$ cat src/rtl/acpi_pm_pkg.sv
package acpi_pm_pkg;

    localparam int REG_W      = 16;
    localparam int BYTE_W     = 8;
    localparam int SLPT_LSB   = 10;
    localparam int SLPT_W     = 3;
    localparam int SLPEN_BIT  = 13;
    localparam int RSTGO_BIT  = 2;
    localparam logic [SLPT_W-1:0] SOFT_OFF_TYPE = 3'd5;
    localparam logic [REG_W-1:0]  CTRL_KEEP_MASK = 16'h1FFC;

    typedef enum logic [1:0] {
        SZ_BYTE = 2'd0,
        SZ_HALF = 2'd1,
        SZ_WORD = 2'd2
    } acc_size_e;

    typedef enum logic [1:0] {
        TGT_NONE = 2'd0,
        TGT_CTRL = 2'd1,
        TGT_CMD  = 2'd2,
        TGT_RSTP = 2'd3
    } target_e;

    typedef struct packed {
        logic ctrl_wr;
        logic ctrl_rd;
        logic cmd_wr;
        logic rstp_wr;
        logic rstp_rd;
        logic err;
    } access_t;

    function automatic logic [REG_W-1:0] ctrl_keep(input logic [REG_W-1:0] d);
        return d & CTRL_KEEP_MASK;
    endfunction

    function automatic logic is_soft_off(input logic [REG_W-1:0] d);
        return d[SLPEN_BIT] && (d[SLPT_LSB +: SLPT_W] == SOFT_OFF_TYPE);
    endfunction

endpackage

$ cat src/rtl/pm_access_decode.sv
module pm_access_decode
    import acpi_pm_pkg::*;
#(
    parameter int ADDR_W = 8,
    parameter logic [ADDR_W-1:0] CTRL_ADDR = 8'h04,
    parameter logic [ADDR_W-1:0] CMD_ADDR  = 8'hB2,
    parameter logic [ADDR_W-1:0] RSTP_ADDR = 8'hF9
) (
    input  logic              valid,
    input  logic              write,
    input  logic [ADDR_W-1:0] addr,
    input  logic [1:0]        size,
    output access_t           acc
);
    target_e tgt;
    logic    size_ok;

    always_comb begin
        if (addr == CTRL_ADDR)      tgt = TGT_CTRL;
        else if (addr == CMD_ADDR)  tgt = TGT_CMD;
        else if (addr == RSTP_ADDR) tgt = TGT_RSTP;
        else                        tgt = TGT_NONE;
    end

    always_comb begin
        case (tgt)
            TGT_CTRL: size_ok = (size == SZ_HALF);
            TGT_CMD:  size_ok = (size == SZ_BYTE) && write;
            TGT_RSTP: size_ok = (size == SZ_BYTE);
            default:  size_ok = 1'b0;
        endcase
    end

    always_comb begin
        acc         = '0;
        acc.err     = valid && !size_ok;
        acc.ctrl_wr = valid && size_ok && write  && (tgt == TGT_CTRL);
        acc.ctrl_rd = valid && size_ok && !write && (tgt == TGT_CTRL);
        acc.cmd_wr  = valid && size_ok && write  && (tgt == TGT_CMD);
        acc.rstp_wr = valid && size_ok && write  && (tgt == TGT_RSTP);
        acc.rstp_rd = valid && size_ok && !write && (tgt == TGT_RSTP);
    end

    // at most one register selected, never together with an error
    always_comb begin
        if (valid)
            assert ($countones({acc.ctrl_wr, acc.ctrl_rd, acc.cmd_wr,
                                acc.rstp_wr, acc.rstp_rd, acc.err}) == 1)
                else $error("a_r5_one_outcome");
    end

endmodule

$ cat src/rtl/acpi_mode_unit.sv
module acpi_mode_unit
    import acpi_pm_pkg::*;
#(
    parameter logic [BYTE_W-1:0] ON_CODE  = 8'hA0,
    parameter logic [BYTE_W-1:0] OFF_CODE = 8'hA1
) (
    input  logic              clk,
    input  logic              rst,
    input  logic              cmd_wr,
    input  logic [BYTE_W-1:0] cmd_code,
    output logic              sci_set,
    output logic              sci_clr,
    output logic              arm
);
    assign sci_set = cmd_wr && (cmd_code == ON_CODE);
    assign sci_clr = cmd_wr && (cmd_code == OFF_CODE);

    always_ff @(posedge clk) begin
        if (rst)          arm <= 1'b0;
        else if (sci_set) arm <= 1'b1;
        else if (sci_clr) arm <= 1'b0;
    end

    a_r6_arm_moves_on_cmd: assert property (@(posedge clk) disable iff (rst)
        !cmd_wr |=> $stable(arm));

endmodule

$ cat src/rtl/pm1_ctrl_reg.sv
module pm1_ctrl_reg
    import acpi_pm_pkg::*;
(
    input  logic             clk,
    input  logic             rst,
    input  logic             wr,
    input  logic [REG_W-1:0] wdata,
    input  logic             sci_set,
    input  logic             sci_clr,
    output logic [REG_W-1:0] rd_value,
    output logic             sci_en,
    output logic             pwroff_req
);
    logic [REG_W-1:0] kept_q;

    always_ff @(posedge clk) begin
        if (rst) begin
            kept_q     <= '0;
            pwroff_req <= 1'b0;
        end else begin
            pwroff_req <= wr && is_soft_off(wdata);
            if (wr) kept_q <= ctrl_keep(wdata);
        end
    end

    always_ff @(posedge clk) begin
        if (rst)          sci_en <= 1'b0;
        else if (sci_set) sci_en <= 1'b1;
        else if (sci_clr) sci_en <= 1'b0;
    end

    assign rd_value = {kept_q[REG_W-1:1], sci_en};

    a_r2_reserved_zero: assert property (@(posedge clk) disable iff (rst)
        rd_value[15:13] == 3'b000 && rd_value[1] == 1'b0);
    a_r3_sci_untouched: assert property (@(posedge clk) disable iff (rst)
        !(sci_set || sci_clr) |=> $stable(sci_en));
    a_r4_pwroff_cause: assert property (@(posedge clk) disable iff (rst)
        pwroff_req |-> $past(wr) && $past(wdata[SLPEN_BIT]));

endmodule

$ cat src/rtl/reset_port_reg.sv
module reset_port_reg
    import acpi_pm_pkg::*;
(
    input  logic              clk,
    input  logic              rst,
    input  logic              wr,
    input  logic [BYTE_W-1:0] wdata,
    output logic [BYTE_W-1:0] value,
    output logic              sysrst_req
);
    logic go_rise;

    assign go_rise = wr && wdata[RSTGO_BIT] && !value[RSTGO_BIT];

    always_ff @(posedge clk) begin
        if (rst) begin
            value      <= '0;
            sysrst_req <= 1'b0;
        end else begin
            sysrst_req <= go_rise;
            if (wr) value <= wdata;
        end
    end

    a_r9_rise_only: assert property (@(posedge clk) disable iff (rst)
        sysrst_req |-> $past(wr) && !$past(value[RSTGO_BIT]) && value[RSTGO_BIT]);
    a_r8_hold_idle: assert property (@(posedge clk) disable iff (rst)
        !wr |=> $stable(value));

endmodule

$ cat src/rtl/acpi_sleep_ctrl.sv
module acpi_sleep_ctrl
    import acpi_pm_pkg::*;
#(
    parameter int ADDR_W = 8,
    parameter logic [ADDR_W-1:0] CTRL_ADDR = 8'h04,
    parameter logic [ADDR_W-1:0] CMD_ADDR  = 8'hB2,
    parameter logic [ADDR_W-1:0] RSTP_ADDR = 8'hF9,
    parameter logic [7:0] ACPI_ON_CODE  = 8'hA0,
    parameter logic [7:0] ACPI_OFF_CODE = 8'hA1
) (
    input  logic              clk,
    input  logic              rst,
    input  logic              req_valid,
    input  logic              req_write,
    input  logic [ADDR_W-1:0] req_addr,
    input  logic [1:0]        req_size,
    input  logic [15:0]       req_wdata,
    output logic [15:0]       rsp_rdata,
    output logic              rsp_err,
    output logic              sci_enable,
    output logic              pwrbtn_arm,
    output logic              pwroff_req,
    output logic              sysrst_req
);
    access_t           acc;
    logic              sci_set, sci_clr;
    logic [REG_W-1:0]  ctrl_value;
    logic [BYTE_W-1:0] rstp_value;

    pm_access_decode #(
        .ADDR_W(ADDR_W), .CTRL_ADDR(CTRL_ADDR),
        .CMD_ADDR(CMD_ADDR), .RSTP_ADDR(RSTP_ADDR)
    ) u_dec (
        .valid(req_valid), .write(req_write), .addr(req_addr),
        .size(req_size), .acc(acc)
    );

    acpi_mode_unit #(.ON_CODE(ACPI_ON_CODE), .OFF_CODE(ACPI_OFF_CODE)) u_mode (
        .clk(clk), .rst(rst), .cmd_wr(acc.cmd_wr), .cmd_code(req_wdata[BYTE_W-1:0]),
        .sci_set(sci_set), .sci_clr(sci_clr), .arm(pwrbtn_arm)
    );

    pm1_ctrl_reg u_ctrl (
        .clk(clk), .rst(rst), .wr(acc.ctrl_wr), .wdata(req_wdata),
        .sci_set(sci_set), .sci_clr(sci_clr), .rd_value(ctrl_value),
        .sci_en(sci_enable), .pwroff_req(pwroff_req)
    );

    reset_port_reg u_rstp (
        .clk(clk), .rst(rst), .wr(acc.rstp_wr), .wdata(req_wdata[BYTE_W-1:0]),
        .value(rstp_value), .sysrst_req(sysrst_req)
    );

    always_comb begin
        rsp_err = acc.err;
        if (acc.ctrl_rd)      rsp_rdata = ctrl_value;
        else if (acc.rstp_rd) rsp_rdata = {{(REG_W-BYTE_W){1'b0}}, rstp_value};
        else                  rsp_rdata = '0;
    end

    a_r5_err_keeps_ctrl: assert property (@(posedge clk) disable iff (rst)
        rsp_err |=> $stable(ctrl_value) && $stable(rstp_value) && $stable(sci_enable));
    a_r7_err_reads_zero: assert property (@(posedge clk) disable iff (rst)
        rsp_err |-> rsp_rdata == '0);
    a_r6_arm_follows_sci: assert property (@(posedge clk) disable iff (rst)
        pwrbtn_arm == sci_enable);

endmodule

$ cat config.mk
export PLATFORM = sky130hd
export DESIGN_NAME = acpi_sleep_ctrl
export DESIGN_NICKNAME = d
export VERILOG_FILES = /design/src/rtl/acpi_pm_pkg.sv /design/src/rtl/pm_access_decode.sv /design/src/rtl/acpi_mode_unit.sv /design/src/rtl/pm1_ctrl_reg.sv /design/src/rtl/reset_port_reg.sv /design/src/rtl/acpi_sleep_ctrl.sv
export SDC_FILE = /design/constraint.sdc
export NUM_CORES = 1
export LEC_CHECK = 0
export BUFFER_PORTS_ARGS = -buffer_cell sky130_fd_sc_hd__buf_2
export CORE_ASPECT_RATIO = 1.1
export CORE_UTILIZATION = 48
export CTS_CLUSTER_SIZE = 24
export DETAILED_ROUTE_END_ITERATION = 10
export GPL_TIMING_DRIVEN = 0
export PLACE_DENSITY = 0.83
export SYNTH_ARGS = -nofsm -noshare
export SYNTH_HDL_FRONTEND = slang
export SYNTH_SLANG_ARGS = --single-unit
$ cat constraint.sdc
create_clock -name clk -period 3.2 [get_ports clk]
set_input_delay 0.64 -clock clk [delete_from_list [all_inputs] [get_ports clk]]
set_output_delay 0.64 -clock clk [all_outputs]
set_load 0.01 [all_outputs]
# After elaboration in Yosys (flattened, before gate mapping)
# Cells that the tools add are included.
# totals
reg_bits,22
inputBits,30
out_inout_bits,21
word_cells,44
# classes
n_eq_ne,10
n_mux,8
reduce_logical,21
# op_table
op,count
$eq 8x8->1 const B,4
$logic_and 1x1->1,16
$mux 13,1
$eq 8x3->1 const B,1
$mux 8,1
$mux 2,3
$eq 2x1->1 const B,2
$eq 2x2->1 const B,2
$eq 3x3->1 const B,1
$logic_not 1->1,3
$pmux 1 s3,1
$logic_not 2->1,1
$mux 1,2
$reduce_bool 2->1,1

# Logic depth before layout (Yosys ltp)
# logic_depth
ltp_word,12
depth_mapped,5
mapped_depth_nobuf,4

# Modules after synthesis
# Synthesis repeated with hierarchy kept, for this count alone.
# unflattened
hier_cells,129
area_unflattened_um2,1234.9
# modules_own_cells
module,n_inst,cells_per_inst,area_each_um2,seq_area_each_um2
pm1_ctrl_reg,1,48,499.2,260.2
reset_port_reg,1,28,337.8,180.2
acpi_sleep_ctrl,1,22,165.2,0.0
pm_access_decode,1,22,152.6,0.0
acpi_mode_unit,1,9,80.1,20.0

# Worst setup path after synthesis
# No wires, ideal clock.
# synth_timing
kind,input to output
startpoint,input port req_addr[4]
endpoint,output port rsp_rdata[3]
arrival_time_ps,1647
required_time_ps,2560
path_slack_ps,913
path_stages,5
path_buffers,1
cell_sequence,nor4b_1 nand3_1 nor2_1 buf_2 a22o_1
# synth_between
elab_chain_cells,11
word_cells_on_any_way,16
cone_classes,eq/ne (6); mux (6); reduce/logical (4)
# synth_lines
element,line_no,rtl
from (decl),acpi_sleep_ctrl.sv:15,"input logic [ADDR_W-1:0] req_addr,"
$eq 8x8->1,pm_access_decode.sv:21,else if (addr == RSTP_ADDR) tgt = TGT_RSTP;
$mux 2,pm_access_decode.sv:21,
$mux 2,pm_access_decode.sv:20,else if (addr == CMD_ADDR) tgt = TGT_CMD;
$mux 2 (*),pm_access_decode.sv:19,if (addr == CTRL_ADDR) tgt = TGT_CTRL;
"$eq 2x2->1, or another cell as far along","pm_access_decode.sv:26, pm_access_decode.sv:41",
$pmux 1 s3,pm_access_decode.sv:26,case (tgt)
$logic_and 1x1->1 (2 in series),"pm_access_decode.sv:38, pm_access_decode.sv:41",
$logic_and 1x1->1,pm_access_decode.sv:41,acc.rstp_rd = valid && size_ok && !write && (tgt == TGT_RSTP);
$mux 8,acpi_sleep_ctrl.sv:57,"else if (acc.rstp_rd) rsp_rdata = {{(REG_W-BYTE_W){1'b0}}, rstp_value};"
$mux 13 (*),acpi_sleep_ctrl.sv:56,if (acc.ctrl_rd) rsp_rdata = ctrl_value;
to (decl),acpi_sleep_ctrl.sv:18,"output logic [15:0] rsp_rdata,"
# Mark *: on every way between the ends. The rest lies on a longest branch, timed or not.

# Worst setup path after layout
# layout_timing
startpoint,input port req_addr[4]
endpoint,output port rsp_rdata[6]
# Same word-level chain as after synthesis.

==> flow_metrics.env <==
export IMPL_fp_dieH_um=51.6
export IMPL_area_growth_pct=28.4
export IMPL_worst_hold_path_type="reg -> reg"
export IMPL_ir_drop_mv=0.387
export IMPL_drive_above_1_share_pct=36.4
export IMPL_finalHoldViolations=0
export IMPL_setup_worst_path_start_class="input port"
export IMPL_dr_max_layer_used="met4"
export IMPL_worstReg2RegStart="u_rstp.value[2]"
export IMPL_seqPwrFrac_pct=59.0
export IMPL_worst_path_largest_cell_delay_ps=370
export IMPL_hpwl_um=1880
export IMPL_fmaxAchievable_mhz=368
export IMPL_fillerInstances=180
export IMPL_seq_area_frac_synth_pct=41.1
export IMPL_core_area_mm2=0.00206
export IMPL_io_buffers=45
export IMPL_crit_chain="buf_2 > nor4b_1 > nand3_1 > nor2_1 > buf_2 > a22o_1 > buf_2"
export IMPL_finalCriticalPeriod_ps=2720
export IMPL_dr_wl_met3_um=96
export IMPL_powerDensity_mw_per_mm2=337
export IMPL_first_global_vias=906
export IMPL_clk_pin_slew_ps=120
export IMPL_viasPerCell=5.28
export IMPL_syn_area_per_cell_um2=9.66
export IMPL_ctsResizeCount=0
export IMPL_ioPinCount=51
export IMPL_final_antenna_net_count=0
export IMPL_cpMaxStageDelayCell="nor4b_1"
export IMPL_r2r_worst_path_cells=1
export IMPL_crit_arrival_ps=2080
export IMPL_comb_power_share_pct=9.6
export IMPL_syn_area_mm2=0.00107
export IMPL_status="complete, no violations"
export IMPL_placementRows=17
export IMPL_grt_pass1_wl_um=3650
export IMPL_crit_required_ps=2560
export IMPL_htreeDepth=1
export IMPL_mostFrequentLayoutCell="buf_2"
export IMPL_drv_cap=0
export IMPL_grt_overflow_total=0
export IMPL_via_count=1004
export IMPL_post_dp_cell_area_mm2=0.00134
export IMPL_cts_sinks=22
export IMPL_relSlewSlack_pct=60.9
export IMPL_setup_viol=0
export IMPL_multi_input_area_um2=583
export IMPL_hold_depth=1
export IMPL_antenna_found_initial=0
export IMPL_finalWirelength_um=2400
export IMPL_start_util_pct=52.0
export IMPL_fin_tns_setup_ps=0
export IMPL_wl_per_cell_um=12.6
export IMPL_fin_area_mm2=0.00138
export IMPL_p_int_w=0.000365
export IMPL_drt_initial_drc_count=12
export IMPL_crit_path_start="req_addr[4]"
export IMPL_ys_types=27
export IMPL_clk_path_buf_depth=2
export IMPL_rrSetupSlack_ps=2490
export IMPL_dr_wl_met2_um=1270
export IMPL_critPathMostFrequentCell="buf_2"
export IMPL_whs_endpoint="u_rstp.sysrst_req"
export IMPL_rsz0062_at_grt="false"
export IMPL_grtUsageTotal_pct=20.9
export IMPL_cts_made_buffers=3
export IMPL_post_route_period_util_pct=85.0
export IMPL_regArea_um2=440
export IMPL_postCtsSetupRepairBufs=0
export IMPL_p_leak_nw=0.758
export IMPL_tightest_slew_ps=584
export IMPL_synth_cells=111
export IMPL_worst_skew_pair_late_latency_ps=290
export IMPL_grt_max_degree=13
export IMPL_synth_warnings=0
export IMPL_slew_violations=0
export IMPL_nNetsFinal=193
export IMPL_wl_met1_um=1010
export IMPL_swShare_pct=21.5
export IMPL_cts_hold_buf=0
export IMPL_critical_path_max_fanout=10
export IMPL_worst_r2r_endpoint="u_rstp.sysrst_req"
export IMPL_die_area_mm2=0.00243
export IMPL_drc=0
export IMPL_cp_end_kind="primary output"
export IMPL_fin_skew_ps=0.0559
export IMPL_tritoncts="yes"
export IMPL_path_class="in -> out"
export IMPL_root_buffer="clkbuf_4"
export IMPL_p_total_w=0.000464
export IMPL_die_w_um=47.1
export IMPL_gp_congestion=0.738
export IMPL_final_cell_mix="buf_2, dfxtp_1, nor2_1, mux2i_1, a22o_1"
export IMPL_final_util_pct=66.7
export IMPL_synth_seq_cells=22
export IMPL_pwr_share_clk_pct=31.4
export IMPL_first_pass_iters=4
export IMPL_worst_hold_startpoint="u_rstp.value[2]"
export IMPL_p_sw_w=0.0000997
export IMPL_antenna_cells=0
[cell type report]
cell class,count,area share (%)
Buffer,9,3.82
Clock buffer,4,2.64
Tap cell,28,2.55
Inverter,1,0.273
Sequential cell,22,32.0
Timing Repair Buffer,45,16.4
Multi-Input combinational cell,81,42.4
[power groups by stage]
stage,clock network (W),logic [W],registers (W)
floorplan,0,0.0000168,0.000280
global placement,0,0.0000425,0.000280
detailed placement,0,0.0000442,0.000280
CTS,0.000149,0.0000445,0.000274
global route,0.000161,0.0000481,0.000274
finish,0.000146,0.0000444,0.000274
[through the flow]
step	hold slack (ps)	std cells	setup slack, ps
2_1_floorplan	421	113	913
3_3_place_gp	433	186	491
3_5_place_dp	450	186	459
4_1_cts	469	190	456
5_1_grt	484	190	322
6_report	463	190	480
[flip-flops by register name, indices dropped and copies added (netlist names)]
signal	flops
u_rstp.sysrst_req	1
u_rstp.value	8
u_ctrl.kept_q	11
u_ctrl.sci_en	1
u_ctrl.pwroff_req	1
[worst max-delay path by stage]
stage                         endpoint  slack [ps]  cells past startpoint
final                     rsp_rdata[6]         480                      7
after global routing      rsp_rdata[7]         320                      7
after CTS                 rsp_rdata[6]         460                      7
after detailed placement  rsp_rdata[7]         460                      7
after global placement    rsp_rdata[7]         490                      7
after floorplan           rsp_rdata[3]         910                      5
[critical path, delay by kind of cell]
family,cells,cell delay [ps]
AO/OA/AOI/OAI,1,170
buffers and inverters,3,500
AND/OR/NAND/NOR,3,760
[Yosys cell counts]
| master | count | area [um2] |
|---|---|---|
| a21oi_1 | 1 | 5.00 |
| a22o_1 | 7 | 61.3 |
| a32oi_1 | 1 | 8.76 |
| and2_1 | 6 | 37.5 |
| and3b_1 | 1 | 8.76 |
| and4b_1 | 1 | 10.0 |
| and4bb_2 | 1 | 12.5 |
| buf_2 | 3 | 15.0 |
| buf_4 | 4 | 30.0 |
| clkbuf_1 | 2 | 7.51 |
| conb_1 | 1 | 3.75 |
| dfxtp_1 | 22 | 440 |
| inv_1 | 1 | 3.75 |
| mux2i_1 | 19 | 190 |
| nand3_1 | 2 | 10.0 |
| nand4_1 | 3 | 18.8 |
| nand4b_1 | 2 | 17.5 |
| nor2_1 | 21 | 78.8 |
| nor2b_1 | 1 | 6.26 |
| nor3_1 | 2 | 10.0 |
| nor3b_1 | 1 | 7.51 |
| nor4b_1 | 3 | 26.3 |
| nor4b_4 | 1 | 23.8 |
| o21a_1 | 2 | 15.0 |
| o31ai_1 | 1 | 7.51 |
| or3b_2 | 1 | 8.76 |
| or4_1 | 1 | 7.51 |
[cells by family (layout without fill, tap and decap cells)]
| group | Yosys count | after routing | share of synthesized area (%) |
|---|---|---|---|
| simple gates | 47 | 47 | 26.5 |
| flops | 22 | 22 | 41.1 |
| mux | 19 | 19 | 17.7 |
| compound gates | 12 | 12 | 9.10 |
| buf+inv | 10 | 59 | 5.25 |
| other cells | 1 | 3 | 0.350 |
[metal layers]
metal | GRT usage (%) | vias up
li1 | - | 497
met3 | 3.13 | 2
met5 | 0 | -
met2 | 40.3 | 40
met4 | 7.14 | 0
met1 | 21.8 | 465
Power figures use the tool's default switching activity.
